`config.mk`:
```
export PLATFORM = sky130hd
export DESIGN_NAME = hcp_partition_ctrl
export DESIGN_NICKNAME = d
export VERILOG_FILES = /design/src/rtl/hcp_pkg.sv /design/src/rtl/hcp_split_bounds.sv /design/src/rtl/hcp_slot_store.sv /design/src/rtl/hcp_winner.sv /design/src/rtl/hcp_partition_ctrl.sv
export SDC_FILE = /design/constraint.sdc
export NUM_CORES = 1
export LEC_CHECK = 0
export BUFFER_PORTS_ARGS = -buffer_cell sky130_fd_sc_hd__buf_2
export CAP_MARGIN = 20
export CORE_ASPECT_RATIO = 1.25
export CORE_MARGIN = 5
export CORE_UTILIZATION = 55
export CTS_CLUSTER_DIAMETER = 120
export DETAILED_ROUTE_END_ITERATION = 12
export GPL_TIMING_DRIVEN = 0
export PLACE_DENSITY = 0.72
export SETUP_SLACK_MARGIN = 0.05
export SYNTH_ARGS = -nofsm -noshare
export SYNTH_HDL_FRONTEND = slang
export SYNTH_SLANG_ARGS = --single-unit
```
`constraint.sdc`:
```
create_clock -name clk -period 8 [get_ports clk]
set_clock_uncertainty 0.15 [all_clocks]
set_input_delay 1.2 -clock clk [delete_from_list [all_inputs] [get_ports clk]]
set_output_delay 1.2 -clock clk [all_outputs]
set_load 0.005 [all_outputs]
```
`src/rtl/hcp_pkg.sv`:
```
package hcp_pkg;

  typedef enum logic [1:0] {
    PH_CUR = 2'd0,
    PH_LO  = 2'd1,
    PH_HI  = 2'd2
  } phase_t;

  localparam int NUM_SLOTS = 3;

  // Strict preference of candidate a over incumbent b under the given mode.
  function automatic logic metric_beats(input logic [63:0] a,
                                        input logic [63:0] b,
                                        input logic        hi_wins);
    if (hi_wins) return a > b;
    else         return a < b;
  endfunction

endpackage

```
`src/rtl/hcp_split_bounds.sv`:
```
module hcp_split_bounds #(
  parameter int TOTAL_UNITS = 16,
  parameter int MIN_UNITS   = 2,
  parameter int STEP        = 1,
  parameter int UW          = $clog2(TOTAL_UNITS + 1)
) (
  input  logic [UW-1:0] base_p0,
  output logic          lo_ok,
  output logic          hi_ok,
  output logic [UW-1:0] lo_p0,
  output logic [UW-1:0] hi_p0
);

  localparam int LO_FLOOR = MIN_UNITS + STEP;
  localparam int HI_CEIL  = TOTAL_UNITS - MIN_UNITS - STEP;

  always_comb begin
    lo_ok = (int'(base_p0) >= LO_FLOOR);
    hi_ok = (int'(base_p0) <= HI_CEIL);
    lo_p0 = base_p0 - UW'(STEP);
    hi_p0 = base_p0 + UW'(STEP);
  end

endmodule

```
`src/rtl/hcp_slot_store.sv`:
```
module hcp_slot_store #(
  parameter int METRIC_W = 32,
  parameter int NSLOT    = 3,
  parameter int IW       = 2
) (
  input  logic                            clk,
  input  logic                            rst,
  input  logic                            clear,
  input  logic                            wr_en,
  input  logic [IW-1:0]                   wr_idx,
  input  logic [METRIC_W-1:0]             wr_data,
  input  logic                            wr_vld,
  output logic [NSLOT-1:0][METRIC_W-1:0]  slot_data,
  output logic [NSLOT-1:0]                slot_vld
);

  for (genvar g = 0; g < NSLOT; g++) begin : g_slot
    always_ff @(posedge clk) begin
      if (rst || clear) begin
        slot_vld[g] <= 1'b0;
      end else if (wr_en && (int'(wr_idx) == g)) begin
        slot_vld[g] <= wr_vld;
      end
    end

    always_ff @(posedge clk) begin
      if (wr_en && (int'(wr_idx) == g)) begin
        slot_data[g] <= wr_data;
      end
    end
  end

endmodule

```
`src/rtl/hcp_winner.sv`:
```
module hcp_winner
  import hcp_pkg::*;
#(
  parameter int METRIC_W = 32
) (
  input  logic [NUM_SLOTS-1:0][METRIC_W-1:0] cand_data,
  input  logic [NUM_SLOTS-1:0]               cand_vld,
  input  logic                               hi_wins,
  output phase_t                             win,
  output logic                               any_vld
);

  logic [63:0] best_val;
  logic        best_ok;

  // Slots are visited in priority order cur, lo, hi; only a strict
  // improvement displaces the incumbent, which yields the tie rules.
  always_comb begin
    win      = PH_CUR;
    best_val = 64'(cand_data[0]);
    best_ok  = cand_vld[0];
    for (int i = 1; i < NUM_SLOTS; i++) begin
      if (cand_vld[i] &&
          (!best_ok || metric_beats(64'(cand_data[i]), best_val, hi_wins))) begin
        win      = phase_t'(i);
        best_val = 64'(cand_data[i]);
        best_ok  = 1'b1;
      end
    end
    any_vld = best_ok;
  end

endmodule

```
`src/rtl/hcp_partition_ctrl.sv`:
```
module hcp_partition_ctrl
  import hcp_pkg::*;
#(
  parameter int TOTAL_UNITS = 16,
  parameter int MIN_UNITS   = 2,
  parameter int STEP        = 1,
  parameter int METRIC_W    = 32,
  parameter int UW          = $clog2(TOTAL_UNITS + 1)
) (
  input  logic                clk,
  input  logic                rst,
  input  logic                epoch_end,
  input  logic                metric_valid,
  input  logic [METRIC_W-1:0] metric,
  input  logic                higher_better,
  output logic [UW-1:0]       core0_units,
  output logic [UW-1:0]       core1_units
);

  localparam logic [UW-1:0] HALF  = UW'(TOTAL_UNITS / 2);
  localparam logic [UW-1:0] TOTAL = UW'(TOTAL_UNITS);

  phase_t         phase;
  logic [UW-1:0]  base_p0;
  logic           lo_ok, hi_ok;
  logic [UW-1:0]  lo_p0, hi_p0;

  logic [NUM_SLOTS-1:0][METRIC_W-1:0] st_data, eff_data;
  logic [NUM_SLOTS-1:0]               st_vld, eff_vld;
  phase_t                             win;
  logic                               any_vld;

  logic           decide;
  logic [UW-1:0]  win_p0;
  phase_t         nxt_phase;
  logic [UW-1:0]  nxt_out;

  hcp_split_bounds #(
    .TOTAL_UNITS (TOTAL_UNITS),
    .MIN_UNITS   (MIN_UNITS),
    .STEP        (STEP),
    .UW          (UW)
  ) u_bounds (
    .base_p0 (base_p0),
    .lo_ok   (lo_ok),
    .hi_ok   (hi_ok),
    .lo_p0   (lo_p0),
    .hi_p0   (hi_p0)
  );

  hcp_slot_store #(
    .METRIC_W (METRIC_W),
    .NSLOT    (NUM_SLOTS),
    .IW       (2)
  ) u_store (
    .clk       (clk),
    .rst       (rst),
    .clear     (decide),
    .wr_en     (epoch_end && !decide),
    .wr_idx    (phase),
    .wr_data   (metric),
    .wr_vld    (metric_valid),
    .slot_data (st_data),
    .slot_vld  (st_vld)
  );

  // The slot of the epoch ending now is taken straight from the inputs.
  always_comb begin
    for (int i = 0; i < NUM_SLOTS; i++) begin
      if (int'(phase) == i) begin
        eff_data[i] = metric;
        eff_vld[i]  = metric_valid;
      end else begin
        eff_data[i] = st_data[i];
        eff_vld[i]  = st_vld[i];
      end
    end
  end

  hcp_winner #(
    .METRIC_W (METRIC_W)
  ) u_winner (
    .cand_data (eff_data),
    .cand_vld  (eff_vld),
    .hi_wins   (higher_better),
    .win       (win),
    .any_vld   (any_vld)
  );

  always_comb begin
    case (win)
      PH_LO:   win_p0 = lo_p0;
      PH_HI:   win_p0 = hi_p0;
      default: win_p0 = base_p0;
    endcase
    if (!any_vld) win_p0 = base_p0;
  end

  // Round sequencing: pick the next trial or close the round.
  always_comb begin
    decide    = 1'b0;
    nxt_phase = PH_CUR;
    nxt_out   = base_p0;
    case (phase)
      PH_CUR: begin
        if (lo_ok) begin
          nxt_phase = PH_LO;
          nxt_out   = lo_p0;
        end else if (hi_ok) begin
          nxt_phase = PH_HI;
          nxt_out   = hi_p0;
        end else begin
          decide = epoch_end;
        end
      end
      PH_LO: begin
        if (hi_ok) begin
          nxt_phase = PH_HI;
          nxt_out   = hi_p0;
        end else begin
          decide = epoch_end;
        end
      end
      default: decide = epoch_end;
    endcase
    if (decide) begin
      nxt_phase = PH_CUR;
      nxt_out   = win_p0;
    end
  end

  always_ff @(posedge clk) begin
    if (rst) begin
      phase       <= PH_CUR;
      base_p0     <= HALF;
      core0_units <= HALF;
      core1_units <= TOTAL - HALF;
    end else if (epoch_end) begin
      phase       <= nxt_phase;
      core0_units <= nxt_out;
      core1_units <= TOTAL - nxt_out;
      if (decide) base_p0 <= win_p0;
    end
  end

endmodule

```
==> impl_metrics.yaml <==
drt:
  routed_wl_mm: 17.8
  drc: 0
  post_drt_wl_per_cell_um: 18.1
  num_vias: 5717
  via_per_inst: 5.81
  dr.pass1.iters: 6
  postRouteAntennaNets: 0
  drtIter0Drc: 504
worst_setup_path:
  cp_max_fo: 10
  worstPathArrival_ns: 7.67
  r2r_slack_ns: 0.47
  crit_required_ns: 8.13
  crit-reg2reg-launch: "phase[0]$_SDFFE_PP0P_"
  path_class: "flip-flop to flip-flop"
  worst_setup_path_end_kind: "flip-flop"
  cpPeakStageDelay_ns: 0.43
  start_kind: "flip-flop"
  worst_path_most_repeated_cell: "ha_1"
  r2r_end: "core1_units[4]$_SDFFE_PP0P_"
  ff2ff_path_depth: 29
  cp_slowest_cell: "a222oi_1"
die:
  die_w_um: 112
  die_height_um: 138
  start_util_pct: 56.3
  io_pins: 47
  rows: 46
  coreArea_sq_um: 12800
  die-area_sq_um: 15500
sta:
  slew_headroom_pct: 52.9
  tns_ns: 0
  fin_ws_ns: 0.467
  min_period_ns: 7.53
  fmax_ghz: 0.133
  finalHoldViolations: 0
  timing.final.crit_share_pct: 94.2
  rsz0062_at_grt: "false"
  final_max_slew_viol_count: 0
  worst_pin_slew_ns: 0.703
  setup_violations: 0
placement:
  gp_congestion: 0.915
  place_ws_ns: -0.00137
  dp_hpwl_mm: 12.8
  portBuffers: 45
synth:
  ys_warn_count: 0
  yosys.cell_count.top_type: "nand2_1"
  ys_seq_area_share_pct: 45.3
  synth_cell_types: 67
  ys_ff_latch: 115
  netlist_top_cells_area: "edfxtp_1 40%, ha_1 12%, nand2_1 8.0%"
  synth_cells: 706
  async_flop_share_pct: 0
  synth_edf_count: 96
  synth_ff_type: "edfxtp_1"
  synth.avg_cell_area_sq_um: 10.2
  synth_top_area_share_pct: 40.1
  yosysTopAreaCell: "edfxtp_1"
  synth_area_sq_um: 7200
  synthTopCellsByCount: "154 x nand2_1, 96 x edfxtp_1, 68 x ha_1, 45 x o21ai_0, 40 x mux2i_1"
hold_path:
  holdPathEnd: "core0_units[3]$_SDFFE_PP1P_"
  min-delay-start: "core0_units[3]$_SDFFE_PP1P_"
  hp-class: "flip-flop to flip-flop"
  hold_depth: 1
layout:
  final_nets: 908
  area_growth_pct: 16.5
  diodes: 0
  drive_gt1_share_pct: 17.0
grt:
  grt_max_degree: 22
  antenna_found_initial: 0
  grt_pass1_vias: 5919
  gr-total-overflow: 0
  grt_pass1_wl_mm: 29.2
  grt_use_total_pct: 24.0
run_status:
  status: "completed"
clocking:
  cts_sinks: 115
  clock_latency_ns: 0.41
  cts_tree: "yes"
  cts_root_buffer: "clkbuf_16"
  ctsHoldBuffers: 0
  cts_buffers: 17
  clk_pin_slew_ns: 0.05
  cts-htree-levels: 4
  postCtsSetupRepairBufs: 0
  ctsResizeCount: 2
  clockBufferDepth: 2
power:
  max-vdd-ir-drop_v: 0.000136
  leakagePower_nw: 3.50
  power_density_nw_per_um2: 224
job:
  cap_viol_max_count: 0
where the power goes:
part | switching, mW | internal, mW | leakage, nW
Combinational | 0.283 | 0.182 | 2.17
Clock | 0.258 | 0.450 | 0.264
Sequential | 0.0121 | 0.695 | 1.07
Total | 0.553 | 1.33 | 3.50
critical path, delay by kind of cell, from the launching register on:
kind                       cells  cell delay, ns
AOI/OAI and AO/OA             12            2.84
and+or+nand+nor                6            1.40
buffers and inverters          5            1.11
adders and majority gates      3            0.88
muxes                          2            0.49
DFF                            1            0.30
xor gates and xnor gates       1            0.22
final cells by class:
class / instances / area (sq um)
Buffer: 35 / 175
Clock buffer: 19 / 433
Clock inverter: 13 / 118
Fill cell: 1091 / 4390
Inverter: 9 / 33.8
Multi-Input combinational cell: 578 / 3880
Sequential cell: 115 / 3260
Tap cell: 168 / 210
Timing Repair Buffer: 47 / 273
logic make-up (layout without fill, tap and decap cells):
logic type                 count (synthesis)  in the layout  synth area share [%]
adders and majority gates                 68             68                  11.8
xor gates and xnor gates                   6              6                 0.730
and+or+nand+nor                          264            264                  16.7
other                                      1             32                0.0521
DFF                                      115            115                  45.3
AOI/OAI and AO/OA                        135            135                  12.0
buffers and inverters                     44            123                  2.64
muxes                                     73             73                  10.7
through the flow:
step | utilization (%) | area, sq um | hold WS, ns | std cells | power, mW
3_5_place_dp | 61.1 | 7810 | 0.315 | 952 | 1.17
2_1_floorplan | - | 7310 | 0.313 | 737 | 1.03
3_3_place_gp | 60.6 | 7750 | 0.295 | 950 | 1.15
6_report | 65.6 | 8390 | 0.328 | 984 | 1.88
5_1_grt | 65.6 | 8390 | 0.359 | 984 | 1.98
4_1_cts | 65.5 | 8360 | 0.329 | 984 | 1.88
worst max-delay path by stage:
stage,slack [ns],cells past startpoint,endpoint,from
2_1_floorplan,1.67,26,core1_units[4]$_SDFFE_PP0P_,metric[11]
3_3_place_gp,0.24,29,core1_units[4]$_SDFFE_PP0P_,phase[0]$_SDFFE_PP0P_
3_5_place_dp,-0.001,29,core1_units[4]$_SDFFE_PP0P_,phase[0]$_SDFFE_PP0P_
5_1_grt,0.07,31,core1_units[4]$_SDFFE_PP0P_,phase[1]$_SDFFE_PP0P_
4_1_cts,0.13,30,core1_units[4]$_SDFFE_PP0P_,phase[1]$_SDFFE_PP0P_
6_report,0.47,29,core1_units[4]$_SDFFE_PP0P_,phase[0]$_SDFFE_PP0P_
layout by cell type (no fill, tap or decap), types with 31 or more instances in the layout:
cell type    n
a21oi_1     37
buf_2       47
conb_1      32
edfxtp_1    96
ha_1        68
mux2_2      33
mux2i_1     40
nand2_1    154
nor2_1      31
o21ai_0     45
routing by layer:
layer	up-vias	track usage [%]	share of wire [%]
met3	29	5.06	4.7
met2	158	43.1	51
met4	0	8.08	2.0
met5	-	0	0
met1	2745	28.8	43
li1	2785	-	-
flip-flops by register name, summed over array words and instances, names as in the netlist:
signal and cells:
u_store.slot_vld 3, base_p0 5, core1_units 4, phase 2, core0_units 5, u_store.slot_data 96
Note: power is estimated with default switching activity, not from simulation.
